===== config.mk =====
export PLATFORM = sky130hd
export DESIGN_NAME = gpio_bank_ctrl
export DESIGN_NICKNAME = d
export VERILOG_FILES = /design/src/rtl/gpio_bank_pkg.sv /design/src/rtl/gpio_bank_sync.sv /design/src/rtl/gpio_bank_word.sv /design/src/rtl/gpio_bank_ctrl.sv
export SDC_FILE = /design/constraint.sdc
export NUM_CORES = 1
export LEC_CHECK = 0
export BUFFER_PORTS_ARGS = -buffer_cell sky130_fd_sc_hd__buf_2
export CAP_MARGIN = 20
export CORE_ASPECT_RATIO = 0.75
export CORE_UTILIZATION = 30
export DETAILED_ROUTE_END_ITERATION = 7
export GPL_ROUTABILITY_DRIVEN = 0
export GPL_TIMING_DRIVEN = 0
export PLACE_DENSITY_LB_ADDON = 0.08
export SYNTH_ARGS = -nofsm -noshare
export SYNTH_HDL_FRONTEND = slang
export SYNTH_SLANG_ARGS = --single-unit

===== constraint.sdc =====
create_clock -name clk -period 2.1 [get_ports clk]
set_input_delay 0.105 -clock clk [delete_from_list [all_inputs] [get_ports clk]]
set_output_delay 0.105 -clock clk [all_outputs]
set_load 0.01 [all_outputs]

===== src/rtl/gpio_bank_pkg.sv =====
package gpio_bank_pkg;
  localparam int WORD_W     = 32;
  localparam int NUM_FEAT   = 7;
  localparam int FEAT_LEVEL = 0;
  localparam int FEAT_DIR   = 1;
  localparam int FEAT_SET   = 2;
  localparam int FEAT_CLR   = 3;
  localparam int FEAT_RISE  = 4;
  localparam int FEAT_FALL  = 5;
  localparam int FEAT_STAT  = 6;
endpackage


===== src/rtl/gpio_bank_sync.sv =====
module gpio_bank_sync #(
  parameter int W = 32
) (
  input  logic         clk,
  input  logic         rst,
  input  logic [W-1:0] pins,
  output logic [W-1:0] level,
  output logic [W-1:0] rise_pulse,
  output logic [W-1:0] fall_pulse
);
  logic [W-1:0] meta_q, sync_q, prev_q;

  always_ff @(posedge clk) begin
    if (rst) begin
      meta_q <= '0;
      sync_q <= '0;
      prev_q <= '0;
    end else begin
      meta_q <= pins;
      sync_q <= meta_q;
      prev_q <= sync_q;
    end
  end

  assign level      = sync_q;
  assign rise_pulse = sync_q & ~prev_q;
  assign fall_pulse = ~sync_q & prev_q;
endmodule


===== src/rtl/gpio_bank_word.sv =====
module gpio_bank_word #(
  parameter int W = 32
) (
  input  logic         clk,
  input  logic         rst,
  input  logic         wr_en,
  input  logic [W-1:0] wdata,
  input  logic         sel_dir,
  input  logic         sel_set,
  input  logic         sel_clr,
  input  logic         sel_rise,
  input  logic         sel_fall,
  input  logic         sel_stat,
  input  logic [W-1:0] rise_pulse,
  input  logic [W-1:0] fall_pulse,
  output logic [W-1:0] dir_q,
  output logic [W-1:0] out_q,
  output logic [W-1:0] rise_en_q,
  output logic [W-1:0] fall_en_q,
  output logic [W-1:0] status_q,
  output logic [W-1:0] status_d
);
  logic [W-1:0] clr_mask, hits, set_mask, drop_mask;

  assign set_mask  = (wr_en && sel_set) ? wdata : '0;
  assign drop_mask = (wr_en && sel_clr) ? wdata : '0;
  assign clr_mask  = (wr_en && sel_stat) ? wdata : '0;
  assign hits      = (rise_pulse & rise_en_q) | (fall_pulse & fall_en_q);
  assign status_d  = (status_q & ~clr_mask) | hits;

  always_ff @(posedge clk) begin
    if (rst) begin
      dir_q     <= '0;
      out_q     <= '0;
      rise_en_q <= '0;
      fall_en_q <= '0;
      status_q  <= '0;
    end else begin
      if (wr_en && sel_dir)  dir_q     <= wdata;
      if (wr_en && sel_rise) rise_en_q <= wdata;
      if (wr_en && sel_fall) fall_en_q <= wdata;
      out_q    <= (out_q | set_mask) & ~drop_mask;
      status_q <= status_d;
    end
  end

  AST_DIR_WRITE: assert property (@(posedge clk) disable iff (rst)
    (wr_en && sel_dir) |=> (dir_q == $past(wdata)));
  AST_OUT_SET: assert property (@(posedge clk) disable iff (rst)
    (wr_en && sel_set) |=> ((out_q & $past(wdata)) == $past(wdata)));
  AST_OUT_CLR: assert property (@(posedge clk) disable iff (rst)
    (wr_en && sel_clr) |=> ((out_q & $past(wdata)) == '0));
  AST_STATUS_STICKY: assert property (@(posedge clk) disable iff (rst)
    1'b1 |=> ((($past(status_q) & ~$past(clr_mask)) & ~status_q) == '0));
  AST_EDGE_KEPT: assert property (@(posedge clk) disable iff (rst)
    (|hits) |=> ((status_q & $past(hits)) == $past(hits)));
endmodule


===== src/rtl/gpio_bank_ctrl.sv =====
module gpio_bank_ctrl
  import gpio_bank_pkg::*;
#(
  parameter int NUM_PINS = 64,
  parameter int ADDR_W   = 8
) (
  input  logic                clk,
  input  logic                rst,
  input  logic                reg_wr,
  input  logic [ADDR_W-1:0]   reg_addr,
  input  logic [WORD_W-1:0]   reg_wdata,
  output logic [WORD_W-1:0]   reg_rdata,
  input  logic [NUM_PINS-1:0] pin_in,
  output logic [NUM_PINS-1:0] pin_oe,
  output logic [NUM_PINS-1:0] pin_out,
  output logic                irq
);
  localparam int WPF    = NUM_PINS / WORD_W;
  localparam int WIDX_W = ADDR_W - 2;

  logic [WIDX_W-1:0] word_idx;
  logic              addr_ok;
  logic [WORD_W-1:0] feat_val [NUM_FEAT][WPF];
  logic [WPF-1:0]    stat_any_d, stat_any_q;
  logic [WORD_W-1:0] rd_mux;

  assign word_idx = reg_addr[ADDR_W-1:2];
  assign addr_ok  = (reg_addr[1:0] == 2'b00);

  for (genvar w = 0; w < WPF; w++) begin : g_word
    logic [NUM_FEAT-1:0] sel;
    logic [WORD_W-1:0]   level, rise_p, fall_p, dir_w, out_w, ren_w, fen_w, st_q, st_d;

    for (genvar f = 0; f < NUM_FEAT; f++) begin : g_sel
      localparam logic [WIDX_W-1:0] IDX = WIDX_W'(f * WPF + w);
      assign sel[f] = addr_ok && (word_idx == IDX);
    end

    gpio_bank_sync #(.W(WORD_W)) u_sync (
      .clk(clk), .rst(rst), .pins(pin_in[w*WORD_W +: WORD_W]),
      .level(level), .rise_pulse(rise_p), .fall_pulse(fall_p)
    );

    gpio_bank_word #(.W(WORD_W)) u_word (
      .clk(clk), .rst(rst), .wr_en(reg_wr), .wdata(reg_wdata),
      .sel_dir(sel[FEAT_DIR]), .sel_set(sel[FEAT_SET]), .sel_clr(sel[FEAT_CLR]),
      .sel_rise(sel[FEAT_RISE]), .sel_fall(sel[FEAT_FALL]), .sel_stat(sel[FEAT_STAT]),
      .rise_pulse(rise_p), .fall_pulse(fall_p),
      .dir_q(dir_w), .out_q(out_w), .rise_en_q(ren_w), .fall_en_q(fen_w),
      .status_q(st_q), .status_d(st_d)
    );

    assign pin_oe [w*WORD_W +: WORD_W] = dir_w;
    assign pin_out[w*WORD_W +: WORD_W] = out_w;
    assign stat_any_d[w] = |st_d;
    assign stat_any_q[w] = |st_q;

    assign feat_val[FEAT_LEVEL][w] = level;
    assign feat_val[FEAT_DIR][w]   = dir_w;
    assign feat_val[FEAT_SET][w]   = '0;
    assign feat_val[FEAT_CLR][w]   = '0;
    assign feat_val[FEAT_RISE][w]  = ren_w;
    assign feat_val[FEAT_FALL][w]  = fen_w;
    assign feat_val[FEAT_STAT][w]  = st_q;
  end

  always_comb begin
    rd_mux = '0;
    for (int f = 0; f < NUM_FEAT; f++)
      for (int w = 0; w < WPF; w++)
        if (addr_ok && word_idx == WIDX_W'(f * WPF + w))
          rd_mux = feat_val[f][w];
  end

  always_ff @(posedge clk) begin
    if (rst) begin
      reg_rdata <= '0;
      irq       <= 1'b0;
    end else begin
      reg_rdata <= rd_mux;
      irq       <= |stat_any_d;
    end
  end

  AST_IRQ_TRACKS_STATUS: assert property (@(posedge clk) disable iff (rst)
    irq == (|stat_any_q));
  AST_RESET_CLEAN: assert property (@(posedge clk)
    $past(rst) |-> (!irq && reg_rdata == '0 && pin_oe == '0 && pin_out == '0));
endmodule


### Word level (Yosys, flattened, before mapping)

Cells that the tools add are included.
W data, S select, Z words.

| cells by class | value |
|---|---|
| equal/unequal tests | 13 |
| mux-type cells | 20 |
| bitwise gates (word level) | 26 |
| reduce and logical (&&, ||, !) cells | 29 |

Operators by type and width:

| operator | number |
|---|---|
| $mux W32 | 20 |
| $and A32 B32 Y32 | 12 |
| $not A32 Y32 | 8 |
| $or A32 B32 Y32 | 6 |
| $reduce_or A64 Y1 | 1 |
| $eq A6 B4 Y1 const B | 6 |
| $logic_and A1 B1 Y1 | 26 |
| $eq A6 B3 Y1 const B | 4 |
| $eq A6 B2 Y1 const B | 2 |
| $eq A6 B1 Y1 const B | 1 |
| $logic_not A6 Y1 | 1 |
| $logic_not A2 Y1 | 1 |

| storage, ports and cells | value |
|---|---|
| flip-flop bits (word level) | 545 |
| input port bits | 107 |
| output and inout bits | 161 |
| logic and storage cells | 106 |

### Logic depth before layout (Yosys ltp)

| logic depth | value |
|---|---|
| depth after elaboration | 16 |
| depth in mapped cells | 9 |
| depth with buffers taken out | 7 |

### Modules after synthesis

Synthesis repeated with hierarchy kept, for this count alone.

| unflattened totals | value |
|---|---|
| cell total of the unflattened synthesis | 2447 |
| area, all modules | 23637.7 µm² |

Modules (own cells, without submodules):

| module | times used | cells each | area an instance (µm²) | sequential area each (µm²) |
|---|---|---|---|---|
| gpio_bank_word | 2 | 785 | 7079.3 | 3203.1 |
| gpio_bank_sync | 2 | 266 | 3000.4 | 1921.8 |
| gpio_bank_ctrl | 1 | 345 | 3478.3 | 660.6 |

### Least setup slack after synthesis

Ideal clock, no wire load.

| timing | value |
|---|---|
| kind | input-to-reg |
| from | input reg_addr[5] |
| to | register reg_rdata[19] |
| setup time | 0.088 ns |
| data arrival time | 1.658 ns |
| required time | 2.012 ns |
| slack | 0.354 ns |
| cell stages on the path | 8 |
| path buffers | 2 |
| path through | or4_1 > buf_4 > nor3_4 > buf_4 > a22o_1 > a221oi_1 > and3_1 > nor4_2 |

| on the way | value |
|---|---|
| word-level cells in the longest chain between the ends | 16 |
| elaborated cells on any way between the ends | 42 |
| those cells by class | eq/ne: 13; mux: 14; reduce/logical: 15 |

RTL lines:

| element | RTL line | text |
|---|---|---|
| start: declaration | gpio_bank_ctrl.sv:10 | `input logic [ADDR_W-1:0] reg_addr,` |
| $logic_not A6 Y1 | gpio_bank_ctrl.sv:71 | `if (addr_ok && word_idx == WIDX_W'(f * WPF + w))` |
| $logic_and A1 B1 Y1 | gpio_bank_ctrl.sv:71 |  |
| $mux W32 (13 in series) | gpio_bank_ctrl.sv:71 |  |
| $mux W32 * | gpio_bank_ctrl.sv:71 |  |
| end signal: assignment | gpio_bank_ctrl.sv:80 | `reg_rdata <= rd_mux;` |
| end: declaration | gpio_bank_ctrl.sv:12 | `output logic [WORD_W-1:0] reg_rdata,` |

Mark *: on every way between the ends. The rest lies on a longest branch, timed or not.
A chain may end at the register's enable or synchronous reset.

### Final worst setup path

| timing | value |
|---|---|
| from | input reg_addr[3] |
| to | register irq |

| on the way | value |
|---|---|
| word-level cells in the longest chain between the ends | 8 |
| elaborated cells on any way between the ends | 15 |
| those cells by class | eq/ne: 2; mux: 2; bitwise: 6; reduce/logical: 5 |

RTL lines:

| element | RTL line | text |
|---|---|---|
| $eq A6 B4 Y1 | gpio_bank_ctrl.sv:36 | `assign sel[f] = addr_ok && (word_idx == IDX);` |
| $logic_and A1 B1 Y1 | gpio_bank_ctrl.sv:36 |  |
| $logic_and A1 B1 Y1 | gpio_bank_word.sv:27 | `assign clr_mask = (wr_en && sel_stat) ? wdata : '0;` |
| $mux W32 | gpio_bank_word.sv:27 |  |
| $not A32 Y32 | gpio_bank_word.sv:29 | `assign status_d = (status_q & ~clr_mask) \| hits;` |
| $and A32 B32 Y32 | gpio_bank_word.sv:29 |  |
| $or A32 B32 Y32 | gpio_bank_word.sv:29 |  |
| $reduce_or A64 Y1 * | gpio_bank_ctrl.sv:81 | `irq <= \|stat_any_d;` |
| end signal: assignment | gpio_bank_ctrl.sv:81 |  |
| end: declaration | gpio_bank_ctrl.sv:16 | `output logic irq` |

Marked as above.

==> qor.yml <==
run_status:
  status: "complete, but fails checks"
  violations: "setup timing"
drt:
  wire_per_inst_um: 26.7
  drc_errors: 0
  wirelength_mm: 102
  via_per_inst: 5.34
  drt_iter0_drc: 2466
  drt_pass1_iterations: 6
  num_vias: 20400
  drtAntennaViolNets: 0
power:
  p_comb_share_pct: 5.1
  p_int_mw: 17.3
  leakagePower_nw: 9.84
  pwr-share-clk_pct: 48.2
  seqPwrFrac_pct: 46.7
  p_sw_mw: 5.36
  peakVddDrop_v: 0.000522
  swShare_pct: 23.6
  powerDensity_nw_per_um2: 856
cells_and_area:
  drive_gt1_share_pct: 17.1
  multi_input_area_um2: 9020
  fin_nets: 2991
  area_growth_pct: 28.8
  fin_cells: 3813
  stdcell_area_um2: 26500
  seq_area_um2: 10900
  fill_cells: 6921
placement:
  dp_hpwl_mm: 71.8
  dp_slack_ns: -1.63
  numPlacedInstances: 3602
  port_buffers: 266
  placed_area_um2: 23000
sta:
  slew_viol_final: 0
  setup_ws_ns: -0.278
  setup_viol: 5
  maxSlewHeadroom_pct: 15.9
  min_period_ns: 2.38
  hold_violations: 0
  finalSetupTns_ns: -0.437
  tightest_slew_ns: 1.26
  fmax_ghz: 0.421
  finalCritPeriodShare_pct: 113
  grt_setup_unrepaired: "true"
  fin_skew_ns: 0.0263
setup_path:
  startpoint: "reg_addr[3]"
  crit_chain: "buf_2, nor4b_4, and3_4, buf_8, buf_12, nand2_2, a21oi_4, nand4_1, nor4_4, a41oi_2"
  cp-start-kind: "input pin"
  crit_required_ns: 2.53
  critPathMaxFanout: 7
  arrival_ns: 2.81
  endpoint_kind: "flop"
  worstReg2RegStart: "g_word[1].u_sync.level[28]"
  crit_family: "simple AND/OR/NAND/NOR gates"
  cp_slowest_stage_delay_ns: 0.52
  cpMaxStageDelayCell: "nor4_4"
  crit_type: "in2reg"
  cp.buffers_inverters: 3
global_routing:
  grt_antenna_before_repair: 5
  grt_overflow: 0
  grt_pass1_vias: 19000
  global_route.usage.total_pct: 28.2
  top_usage_layer: "met2"
  grt_util_met2_pct: 41.0
  grt_max_degree: 15
  globalRouteMet1Util_pct: 39.8
  grt_first_pass_wirelength_mm: 140
  grt_use_met3_pct: 7.56
yosys:
  synth_top_area_share_pct: 53.1
  ys_seq_area_share_pct: 53.1
  syn_area_um2: 20600
  ys_ff_latch: 545
  netlist_instances: 2450
  yosysTopAreaCell: "dfxtp_1"
  syn_area_per_cell_um2: 8.39
  synth_cell_types: 43
  ys_warn_count: 0
  synthTopCellsByArea: "dfxtp_1 (53%), nand2_1 (10%), a21oi_1 (9.2%), nor2b_1 (5.8%), clkbuf_1 (2.7%)"
  synth_fp_nets: 2557
clocking:
  clock-root-buffer: "clkbuf_16"
  cts.clk_slew.worst_paths_ns: 0.06
  clk-insertion-delay-late_ns: 0.64
  clock-sinks: 545
  clk_path_buf_depth: 3
  cts_buffers: 57
  cts_tree: "yes"
  htree_levels: 2
floorplanning:
  ioPinCount: 268
  rows: 82
  initial_core_util_pct: 30.5
  die_area_um2: 69600
  core_um2: 67300
  die_h_um: 229
  die_w_um: 304
flow_run:
  maxCapViolCount: 0
hold_path:
  hold_class: "in2reg"
  hold_start: "reg_wr"
-- cells in the final DEF (no fill, tap or decap), types with 5 or more instances in the layout --
cell type / instances
clkbuf_8: 14
nand3b_1: 64
buf_6: 14
and2_1: 6
o21ai_0: 94
dfxtp_1: 544
nand2_1: 557
nand2_2: 5
a31oi_1: 15
clkbuf_4: 8
a211oi_1: 64
a21oi_2: 8
clkbuf_2: 19
nand4_1: 16
clkbuf_1: 132
clkinv_2: 10
o21ai_1: 12
nor2b_1: 192
a22o_1: 11
o2bb2ai_1: 6
buf_2: 288
nor4_2: 10
a22oi_1: 11
clkbuf_16: 59
bufinv_16: 7
a21oi_1: 366
buf_4: 20
nor2_1: 126
and3_1: 13
or3_1: 15
a2bb2oi_1: 12
dlygate4sd3_1: 96
a221oi_1: 22
o22ai_1: 41
-- final cells by class --
type | instances | share of cell area (%)
buffer | 199 | 3.90
multi-input combinational | 1705 | 34.1
tap | 882 | 4.17
clock buffer | 83 | 6.41
timing repair buffer | 376 | 9.14
antenna | 3 | 0.0284
sequential | 545 | 41.2
clock inverter | 20 | 1.07
-- layer usage --
layer / share of wire (%) / wire, µm
met5: 0 / 0
met3: 11 / 11000
met2: 41 / 42200
met4: 3.4 / 3470
met1: 44 / 45300
-- stage by stage --
stage	hold WS [ns]	total power, mW	util (%)
after floorplan	0.233	11.2	-
after global placement	0.318	11.8	34.2
after detailed placement	0.317	11.8	34.2
after CTS	0.127	22.7	39.0
after global routing	0.211	23.2	39.3
final	0.176	22.7	39.3
-- final timing paths --
path / end / slack [ns] / cells past startpoint
max: irq / -0.28 / 10
min: g_word[1].u_word.rise_en_q[6] / 0.18 / 5
max reg2reg: irq / -0.18 / 5
min reg2reg: g_word[0].u_sync.level[9] / 0.43 / 1
-- cells by family after synthesis --
group / count (synthesis) / share of synthesized area (%)
compound gates: 672 / 18.7
buf+inv: 200 / 4.22
simple gates: 1033 / 24.0
flops: 545 / 53.1
-- what timing repair did --
| action | 4_1_cts | 5_1_grt |
|---|---|---|
| cloned | 0 | 0 |
| endpoints found under the hold margin | 127 | 0 |
| resized for setup | 63 | 73 |
| buffers inserted | 5 | 4 |
| pin swaps | 9 | 13 |
| setup endpoints to repair | 203 | 132 |
| hold buffers | 96 | 0 |
-- cells in the mapped netlist, drive strengths merged --
cell     instances
clkbuf         150
and2             7
o22ai           41
buf             50
o21ai          106
a22o            11
a311oi           6
a2bb2oi         12
a22oi           11
nand3b          64
nor2           131
dfxtp          545
nand3            1
nor3             5
or3b             1
a21oi          377
a211oi          64
nand2          562
nand4b           1
and4bb           1
and3            15
or4              2
a31oi           15
or3             15
nor3b            1
nand4           16
a41oi            1
nor2b          192
a221oi          22
o2bb2ai          6
nor4b            3
nor4            16
-- sequential cells by signal, summed over array words and instances, names as in the netlist --
register,flops
g_word.u_sync.level,64
g_word.u_sync.meta_q,64
g_word.u_sync.prev_q,64
g_word.u_word.dir_q,64
g_word.u_word.fall_en_q,64
g_word.u_word.out_q,64
g_word.u_word.rise_en_q,64
g_word.u_word.status_q,64
irq,1
reg_rdata,32
-- power groups by stage --
stage                     Combinational (mW)  Clock (mW)  Sequential (mW)
after floorplan                        0.429           0             10.8
final                                   1.15        10.9             10.6
after CTS                               1.11        11.0             10.6
after global placement                 0.954           0             10.8
after detailed placement               0.961           0             10.8
after global routing                    1.20        11.4             10.6
-- worst min-delay path: stages --
cell and delay [ns]:
buf_2 0.17, and3_1 0.16, clkbuf_1 0.17, nand2_1 0.10, a21oi_1 0.05
Note: power is estimated with default switching activity, not from simulation.
